**src/rtl/cal_div_pkg.sv**
```systemverilog
package cal_div_pkg;
  localparam int CAL_W = 5;

  typedef struct packed {
    logic hold;   // swallow this oscillator pulse
    logic dbl;    // count this oscillator pulse twice
  } stepCtl_t;
endpackage

```
**src/rtl/cal_div_ctrl.sv**
```systemverilog
module cal_div_ctrl
  import cal_div_pkg::*;
#(
  parameter int WIN_BITS = 6
) (
  input  logic             clk,
  input  logic             rstN,
  input  logic             oscEn,
  input  logic             tick,
  input  logic             calSign,
  input  logic [CAL_W-1:0] calMag,
  output stepCtl_t         stepCtl
);
  logic [WIN_BITS-1:0] secCount;
  logic [CAL_W-1:0]    pending;
  logic                windowEnd;

  assign windowEnd = tick && (secCount == '1);

  always_ff @(posedge clk) begin
    if (!rstN) begin
      secCount <= '0;
      pending  <= '0;
    end else begin
      if (tick) secCount <= secCount + 1'b1;
      if (windowEnd) pending <= calMag;
      else if (oscEn && (pending != '0)) pending <= pending - 1'b1;
    end
  end

  always_comb begin
    stepCtl.hold = oscEn && (pending != '0) && !calSign;
    stepCtl.dbl  = oscEn && (pending != '0) &&  calSign;
  end

  // magnitude captured at the window boundary
  assert_capture_R6: assert property (@(posedge clk) disable iff (!rstN)
    windowEnd |=> pending == $past(calMag));

  // one adjustment consumed per enable while trim remains
  assert_consume_R7: assert property (@(posedge clk) disable iff (!rstN)
    (oscEn && pending != '0 && !windowEnd) |=> pending == $past(pending) - 1'b1);

  // idle cycles leave the trim state untouched
  assert_idle_R3: assert property (@(posedge clk) disable iff (!rstN)
    (!oscEn && !tick) |=> ($stable(pending) && $stable(secCount)));
endmodule

```
**src/rtl/cal_div_data.sv**
```systemverilog
module cal_div_data
  import cal_div_pkg::*;
#(
  parameter int DIV_BITS = 15,
  parameter int TAP_BIT  = 5
) (
  input  logic     clk,
  input  logic     rstN,
  input  logic     oscEn,
  input  stepCtl_t stepCtl,
  output logic     tick,
  output logic     sq
);
  localparam logic [DIV_BITS-1:0] STEP_ONE = DIV_BITS'(1);
  localparam logic [DIV_BITS-1:0] STEP_TWO = DIV_BITS'(2);

  logic [DIV_BITS-1:0] count;
  logic                advance;

  assign advance = oscEn && !stepCtl.hold;

  always_ff @(posedge clk) begin
    if (!rstN) begin
      count <= '0;
      tick  <= 1'b0;
    end else begin
      if (advance) count <= count + (stepCtl.dbl ? STEP_TWO : STEP_ONE);
      tick <= advance && !stepCtl.dbl && (count == '1);
    end
  end

  assign sq = count[TAP_BIT];

  // tick lasts one clock
  assert_tick_width_R2: assert property (@(posedge clk) disable iff (!rstN)
    tick |=> !tick);

  // swallowed pulse holds the position
  assert_hold_R7: assert property (@(posedge clk) disable iff (!rstN)
    stepCtl.hold |=> count == $past(count));

  // doubled pulse never crosses the wrap point
  assert_no_wrap_R8: assert property (@(posedge clk) disable iff (!rstN)
    stepCtl.dbl |=> count == $past(count) + STEP_TWO);
endmodule

```
**src/rtl/cal_divider.sv**
```systemverilog
module cal_divider
  import cal_div_pkg::*;
#(
  parameter int DIV_BITS = 15,
  parameter int TAP_BIT  = 5,
  parameter int WIN_BITS = 6
) (
  input  logic       clk,
  input  logic       rstN,
  input  logic       oscEn,
  input  logic [7:0] ctrlByte,
  output logic       tickOut,
  output logic       sqOut,
  output logic       pinOut
);
  stepCtl_t stepCtl;
  logic     pinLevel, toneSel;

  assign pinLevel = ctrlByte[7];
  assign toneSel  = ctrlByte[6];

  cal_div_ctrl #(.WIN_BITS(WIN_BITS)) ctrl_i (
    .clk(clk), .rstN(rstN), .oscEn(oscEn), .tick(tickOut),
    .calSign(ctrlByte[5]), .calMag(ctrlByte[CAL_W-1:0]), .stepCtl(stepCtl)
  );

  cal_div_data #(.DIV_BITS(DIV_BITS), .TAP_BIT(TAP_BIT)) data_i (
    .clk(clk), .rstN(rstN), .oscEn(oscEn), .stepCtl(stepCtl),
    .tick(tickOut), .sq(sqOut)
  );

  assign pinOut = toneSel ? sqOut : pinLevel;

  // reset quiets the tick
  assert_reset_R1: assert property (@(posedge clk)
    !rstN |=> !tickOut);

  // tick only follows an oscillator pulse
  assert_tick_src_R3: assert property (@(posedge clk) disable iff (!rstN)
    $rose(tickOut) |-> $past(oscEn));
endmodule

```
**config.mk**
```make
export PLATFORM = sky130hd
export DESIGN_NAME = cal_divider
export DESIGN_NICKNAME = d
export VERILOG_FILES = /design/src/rtl/cal_div_pkg.sv /design/src/rtl/cal_div_ctrl.sv /design/src/rtl/cal_div_data.sv /design/src/rtl/cal_divider.sv
export SDC_FILE = /design/constraint.sdc
export NUM_CORES = 1
export LEC_CHECK = 0
export BUFFER_PORTS_ARGS = -buffer_cell sky130_fd_sc_hd__buf_2
export CAP_MARGIN = 25
export CELL_PAD_IN_SITES_DETAIL_PLACEMENT = 0
export CELL_PAD_IN_SITES_GLOBAL_PLACEMENT = 1
export CORE_MARGIN = 3
export CORE_UTILIZATION = 45
export DETAILED_ROUTE_END_ITERATION = 8
export HOLD_SLACK_MARGIN = 0.02
export PLACE_DENSITY = 0.89
export SLEW_MARGIN = 30
export SYNTH_ARGS = -nofsm -noshare
export SYNTH_HDL_FRONTEND = slang
export SYNTH_HIERARCHICAL = 1
export SYNTH_SLANG_ARGS = --single-unit
```
**constraint.sdc**
```tcl
create_clock -name clk -period 4.7 [get_ports clk]
set_clock_uncertainty 0.1 [all_clocks]
set_input_delay 0.47 -clock clk [delete_from_list [all_inputs] [get_ports clk]]
set_output_delay 0.47 -clock clk [all_outputs]
set_load 0.05 [all_outputs]
```
After elaboration in Yosys (flattened, before gate mapping)
Cells that the tools add are included.
{"block": "op_classes", "n_addsub": 3, "n_eq_ne": 2, "mux": 4, "n_reduce_logical": 12}
{"op": "15-bit adder", "count": 1}
{"op": "15-bit == test, second input constant", "count": 1}
{"op": "5-bit 2-to-1 mux", "count": 2}
{"op": "1-bit logical AND", "count": 7}
{"op": "6-bit by 1-bit adder with 6-bit output, second input constant", "count": 1}
{"op": "6-bit == test, second input constant", "count": 1}
{"op": "5-bit nonzero test", "count": 1}
{"op": "5-bit by 1-bit subtractor with 5-bit output, second input constant", "count": 1}
{"op": "1-bit logical NOT", "count": 3}
{"op": "2-bit 2-to-1 mux", "count": 1}
{"op": "2-bit nonzero test", "count": 1}
{"op": "1-bit 2-to-1 mux", "count": 1}
{"block": "word_totals", "regBits": 27, "inputBits": 11, "elab_cells": 25}

Longest topological paths before layout
Gate-level depths: netlist of the first run.
{"block": "depth", "word_depth": 7, "ltp_mapped": 11, "ltp_nobuf": 11}

Modules after synthesis
The synthesis of the first run kept the hierarchy.
{"module": "cal_div_data", "n_inst": 1, "cells_each": 87, "area_each_um2": 768.2}
{"module": "cal_div_ctrl", "n_inst": 1, "cells_each": 60, "area_each_um2": 551.8}
{"module": "cal_divider", "n_inst": 1, "cells_each": 1, "area_each_um2": 15.0}

Least setup slack after synthesis of the first run
No wires, ideal clock.
{"block": "synth_timing", "path_kind": "flip-flop to flip-flop", "startpoint": "register ctrl_i.pending[0]", "endpoint": "register data_i.count[14]", "setup_time_ps": 118, "t_arrival_ps": 2651, "required_time_ps": 4482, "setup_slack_ps": 1831, "stages_incl_launch_ff": 11, "n_path_buf": 0, "path_cell_list": "dfxtp_1 -> inv_1 -> ha_1 -> or4b_4 -> and3_2 -> inv_1 -> ha_1 -> inv_1 -> fa_1 -> or4_1 -> mux2i_1"}
{"item": "start: declaration", "line_no": "cal_div_ctrl.sv:15", "source": "logic [CAL_W-1:0] pending;"}
{"item": "start signal: assignment", "line_no": "cal_div_ctrl.sv:26", "source": "if (windowEnd) pending <= calMag;"}
{"item": "start signal: assignment", "line_no": "cal_div_ctrl.sv:27", "source": "else if (oscEn && (pending != '0)) pending <= pending - 1'b1;"}
{"item": "end signal: assignment", "line_no": "cal_div_data.sv:27", "source": "if (advance) count <= count + (stepCtl.dbl ? STEP_TWO : STEP_ONE);"}
{"item": "end: declaration", "line_no": "cal_div_data.sv:17", "source": "logic [DIV_BITS-1:0] count;"}

==> flow_summary.yaml, run 1 <==
power_and_ir_drop:
  total_leakage_power_uw: 0.000581
  power_density_nw_per_um2: 383
  vdd_ir_drop_max_mv: 0.343
  intPower_uw: 376
  p_sw_uw: 184
  share_seq_of_total_power_pct: 48.7
  p_sw_share_pct: 32.9
  combPwrFrac_pct: 33.3
  pwr-share-clk_pct: 18.0
grt:
  antenna_found_initial: 0
  grt.overflow.total: 0
  gr-usage-all-layers_pct: 16.0
  grt_start_max_net_pins: 16
  grt_pass1_wl_mm: 4.46
  grt_pass1_vias: 1041
placement:
  port_buffers: 13
  place_congestion: 0.760
  dp_hpwl_mm: 1.88
  placed_cells: 191
  post-place-ws_ns: 1.59
  place_area_sq_um: 1440
worst_setup_path:
  worstSetupEndpointType: "flop"
  start_kind: "flop"
  worstSetupPathType: "reg -> reg"
  required_ns: 4.83
  worstSetupStartpoint: "ctrl_i/pending[0]"
  worst_ep_arrival_time_ns: 3.29
  regToRegStartpoint: "ctrl_i/pending[0]"
  critPathMaxFanout: 7
clocking:
  cts_resized: 0
  h-tree-depth: 1
  clock_latency_ns: 0.32
  root_buffer: "clkbuf_4"
  cts_buffers: 3
  clock_path_buffers: 2
  clkTransAtPathRegs_ns: 0.15
  cts.sinks: 27
  holdBufCountCts: 0
  cts_tree: "yes"
  post_cts_buffers: 0
routing:
  drtIter0Drc: 79
  wl_met3_um: 101
  wl_met1_mm: 1.21
  vias_per_cell: 5.59
  wire_per_inst_um: 12.9
  drcViolationCount: 0
  vias: 1090
  highest_layer: "met4"
  firstDrtPassIters: 4
  routed_wl_mm: 2.51
  wl_met2_mm: 1.18
  drtAntennaViolNets: 0
yosys:
  synth-simple-area-share_pct: 29.2
  synth-async-reset-ratio_pct: 0
  synth_flop_cell: "dfxtp_1"
  synth.cell_area_sq_um: 1340
  yosysSeqAreaShare_pct: 40.5
  yosysWarnings: 6
  synth_fa_ha_area_share_pct: 5.25
  ys_ff_latch: 27
  avgSynthCellArea_sq_um: 9.02
  synth_compound_area_share_pct: 7.78
  netlist_top_cells_area: "dfxtp_1, xor2_1, nor2_1"
  synth_cells: 148
  yosys.area.top_type_share_pct: 40.5
  synth_xor_area_share_pct: 9.84
  synthDistinctLibCells: 39
  synth_area_leader_cell: "dfxtp_1"
  synth_edf_count: 0
  syn_nets: 164
  synth_mux_area_share_pct: 4.87
  synth_top_family_by_area: "simple AND/OR/NAND/NOR gates"
floorplan:
  num_rows: 19
  core_area_sq_um: 2780
  die-width_um: 60.5
  start_util_pct: 48.0
  ios: 14
  fp.dieH_um: 60.5
  die-area_sq_um: 3660
flow_run:
  maxCapViolCount: 0
cells_and_area:
  layout_common_cells: "dfxtp_1, nor2_1, buf_2"
  syn_to_final_growth_pct: 9.56
  drive_above_1_share_pct: 14.6
  antenna_cells: 0
  final_common_cell: "dfxtp_1"
  nNetsFinal: 181
  stdcell_area_sq_um: 1460
  stdcell_count: 195
  fillCellCount: 265
timing:
  fin_hold_ws_ns: 0.294
  setup_viol: 0
  relSlewSlack_pct: 69.3
  hold_violations: 0
  tns_ns: 0
  fmax_ghz: 0.316
  worst_slew_pin_slew_ns: 0.457
  finalMaxSlewViolations: 0
  fin_crit_sh_pct: 67.2
  fin_ws_ns: 1.54
  rsz0062_at_grt: "false"
  min_period_ns: 3.16
outcome:
  status: "finished, final reports clean"
worst_hold_path:
  min_path_type: "in -> reg"
  min-delay-start: "ctrlByte[4]"
-- routing by layer --
layer / vias to the layer above / track usage [%]
li1: 555 / -
met1: 507 / 20.9
met2: 24 / 26.1
met3: 4 / 2.77
met4: 0 / 7.12
met5: - / 0
-- flip-flops by register name, summed over array words and instances, names as in the netlist --
name / cells
data_i/tick: 1
data_i/count: 15
ctrl_i/secCount: 6
ctrl_i/pending: 5
-- power by group through the flow --
stage	sequential, uW	combinational, uW	clock, uW
6_report	273	186	101
5_1_grt	277	212	117
4_1_cts	272	187	106
3_5_place_dp	278	185	0
3_3_place_gp	275	177	0
2_1_floorplan	272	148	0
-- synth_stat cells, drive strengths merged (2+ instances only) --
cell and instances:
or4 2, or3 2, nand2 11, ha 4, nor2 17, mux2i 5
and3 2, a21oi 6, inv 8, o21ai 5, nor2b 3, nor3b 2
dfxtp 27, xor2 8, xnor2 7, nor3 5, nand2b 2, nand3 9
nand4 6
-- layout make-up --
cell class,count,area (sq um),share of cell area (%)
inverter,8,30.0,2.05
timing repair buffer,13,65.1,4.45
multi-input combinational,112,761,52.0
sequential,27,541,37.0
tap,31,38.8,2.65
clock inverter,1,5.00,0.342
clock buffer,3,22.5,1.54
-- kinds of logic after synthesis --
| kind of cell | count (synthesis) |
|---|---|
| buffers and inverters | 9 |
| adders and majority gates | 5 |
| muxes | 6 |
| DFF | 27 |
| xor gates and xnor gates | 15 |
| and+or+nand+nor | 69 |
| AOI/OAI and AO/OA | 17 |
-- metrics by stage --
step	power (uW)	util, %
global route	605	52.6
finish	560	52.6
floorplan	420	-
detailed placement	463	51.6
global placement	453	51.6
CTS	566	52.6
-- critical path, cell delays in order, from the launching register on --
cell     delay [ns]
dfxtp_1        0.37
inv_1          0.06
ha_1           0.20
or4b_4         0.51
and3_2         0.26
inv_1          0.11
ha_1           0.17
inv_1          0.05
fa_1           0.46
nor4_1         0.49
nand3_1        0.16
mux2i_1        0.13
-- worst paths after layout --
path | cells after the start | end | slack (ns)
worst max-delay path | 11 | data_i/count[12] | 1.54
worst min-delay path | 3 | ctrl_i/pending[4] | 0.29
worst min register to register | 2 | data_i/count[13] | 0.40
worst max register to register | 11 | data_i/count[12] | 1.54
Power figures use the tool's default switching activity.
==> inputs of run 2 (changes only) <==
- ABC_AREA: default -> 1
- CORE_UTILIZATION: 45 -> 38
- PLACE_DENSITY: 0.89 -> 0.84
- clock period: 4.7 -> 2.9 ns (I/O delays scaled with it)
==> flow_summary.yaml, run 2 <==
outcome:
  status: "finished, final reports clean"
cells_and_area:
  reg.largest.list: "data_i/count x15, ctrl_i/secCount x6, ctrl_i/pending x5"
  stdcell_count: 296
  multi_input_area_sq_um: 870
  regArea_sq_um: 541
  largest_reg_flops: 15
  syn_to_final_growth_pct: 9.36
  fillCellCount: 448
  final_common_cell: "nand2_1"
  finish.utilization_pct: 45.1
  layout_common_cells: "nand2_1, inv_1, nor2_1"
  regMostFlops: "data_i/count"
  drive_above_1_share_pct: 19.0
  nNetsFinal: 265
  antenna_cells: 0
worst_setup_path:
  required_ns: 2.96
  worst-path-stages: 15
  path_buf_inv: 4
  worstSetupPathType: "reg -> reg"
  critPathTopFamily: "simple AND/OR/NAND/NOR gates"
  crit_chain: "inv_1 > ha_1 > nand3_1 > nand2_2 > nor2_1 > inv_1 > ha_1 > inv_1 > fa_1 > inv_1 > nand3_1 > nor2_2 > nand3_1 > nor2_1 > nor3b_2"
  slowest_stage: "fa_1"
  worst_ep_arrival_time_ns: 2.68
  worstSetupEndpointType: "flop"
  crit_path_max_incr_delay_ns: 0.35
  start_kind: "flop"
  critPathMaxFanout: 8
  crit_top_cell: "inv_1"
  rrSetupSlack_ns: 0.28
  rr_worst_depth: 15
worst_hold_path:
  min_path_type: "in -> reg"
  holdPathStages: 3
yosys:
  synth_compound_area_share_pct: 7.40
  synthDistinctLibCells: 31
  synth_top_family_by_area: "simple AND/OR/NAND/NOR gates"
  yosysSeqAreaShare_pct: 34.0
  synth-async-reset-ratio_pct: 0
  synth_xor_area_share_pct: 1.65
  synth-simple-area-share_pct: 41.2
  synth_area_leader_cell: "dfxtp_1"
  synth_commonest_cells: "nand2_1, inv_1, nor2_1, dfxtp_1, nand3_1"
  synth_flop_cell: "dfxtp_1"
  syn_nets: 250
  avgSynthCellArea_sq_um: 6.80
  netlist_top_cells_area: "dfxtp_1, nand2_1, inv_1"
  yosys.area.top_type_share_pct: 34.0
  synth_fa_ha_area_share_pct: 4.41
  synth_cells: 234
  synth_mux_area_share_pct: 0
  synth_most_common_cell: "nand2_1"
  synth.cell_area_sq_um: 1590
  yosysWarnings: 6
  ys_ff_latch: 27
  synth_edf_count: 0
floorplan:
  num_rows: 22
  ios: 14
  fp.dieH_um: 70.7
  die-area_sq_um: 5000
  die-width_um: 70.7
  start_util_pct: 41.3
  core_area_sq_um: 3850
clocking:
  root_buffer: "clkbuf_8"
  clock_path_buffers: 2
  clock_latency_ns: 0.27
  cts_tree: "yes"
  clkTransAtPathRegs_ns: 0.10
  h-tree-depth: 1
  holdBufCountCts: 0
  cts_resized: 0
  post_cts_buffers: 0
  cts_buffers: 3
  cts.sinks: 27
timing:
  hold_violations: 0
  relSlewSlack_pct: 72.6
  finalMaxSlewViolations: 0
  fmax_ghz: 0.381
  worst_slew_pin_slew_ns: 0.410
  fin_ws_ns: 0.278
  tns_ns: 0
  rsz0062_at_grt: "false"
  fin_crit_sh_pct: 90.4
  min_period_ns: 2.62
  setup_viol: 0
placement:
  place_congestion: 0.759
  port_buffers: 13
  placed_cells: 292
  dp_hpwl_mm: 2.31
  post-place-ws_ns: 0.293
flow_run:
  maxCapViolCount: 0
grt:
  gr-usage-all-layers_pct: 13.3
  antenna_found_initial: 0
  grt_pass1_vias: 1305
  grt.overflow.total: 0
  grt_start_max_net_pins: 22
  grt_pass1_wl_mm: 5.60
routing:
  drtIter0Drc: 98
  firstDrtPassIters: 4
  vias: 1351
  wire_per_inst_um: 10.4
  drcViolationCount: 0
  drtAntennaViolNets: 0
  routed_wl_mm: 3.06
  vias_per_cell: 4.56
power_and_ir_drop:
  power_density_nw_per_um2: 556
  total_leakage_power_uw: 0.000779
  vdd_ir_drop_max_mv: 0.239
run 2: cell count changes after synthesis, sizes merged, moves of 16 or more:
cell,before,now
nor2,17,34
inv,8,41
nand3,9,25
nand2,11,63
run 2: worst paths after layout:
kind | start | end
max | ctrl_i/pending[0] | data_i/count[8]
min | ctrlByte[0] | ctrl_i/pending[0]
max reg2reg | ctrl_i/pending[0] | data_i/count[8]
min reg2reg | ctrl_i/secCount[5] | ctrl_i/secCount[5]
run 2: layout make-up:
| class | count | area share [%] |
|---|---|---|
| Multi-Input combinational cell | 162 | 50.0 |
| Sequential cell | 27 | 31.1 |
| Inverter | 42 | 9.06 |
| Timing Repair Buffer | 13 | 3.74 |
| Tap cell | 48 | 3.45 |
| Clock buffer | 3 | 2.37 |
| Clock inverter | 1 | 0.288 |
run 2: logic make-up (layout without fill, tap and decap cells):
group / after synthesis / after routing
and+or+nand+nor: 132 / 132
buffers and inverters: 45 / 59
DFF: 27 / 27
AOI/OAI and AO/OA: 22 / 22
adders and majority gates: 5 / 5
xor gates and xnor gates: 3 / 3
run 2: per-layer routing:
metal,routed length [um],global-route usage [%]
met3,93,3.27
met5,0,0
met1,1490,17.4
met2,1460,22.5
met4,18,2.51
run 2: power by group:
group	total [uW]	switching, uW	internal, uW
sequential	431	26.4	405
clock	215	118	96.3
combinational	320	197	123
run 2: worst min-delay path, stage by stage:
cell and delay [ns]:
buf_2 0.07, o21ai_1 0.07, a21oi_2 0.09
run 2: metrics by stage:
step	hold WS (ns)	cell area (sq um)	total power, uW
floorplan	0.321	1590	699
global placement	0.335	1690	766
detailed placement	0.340	1690	762
CTS	0.178	1740	980
global route	0.204	1740	1050
finish	0.178	1740	966
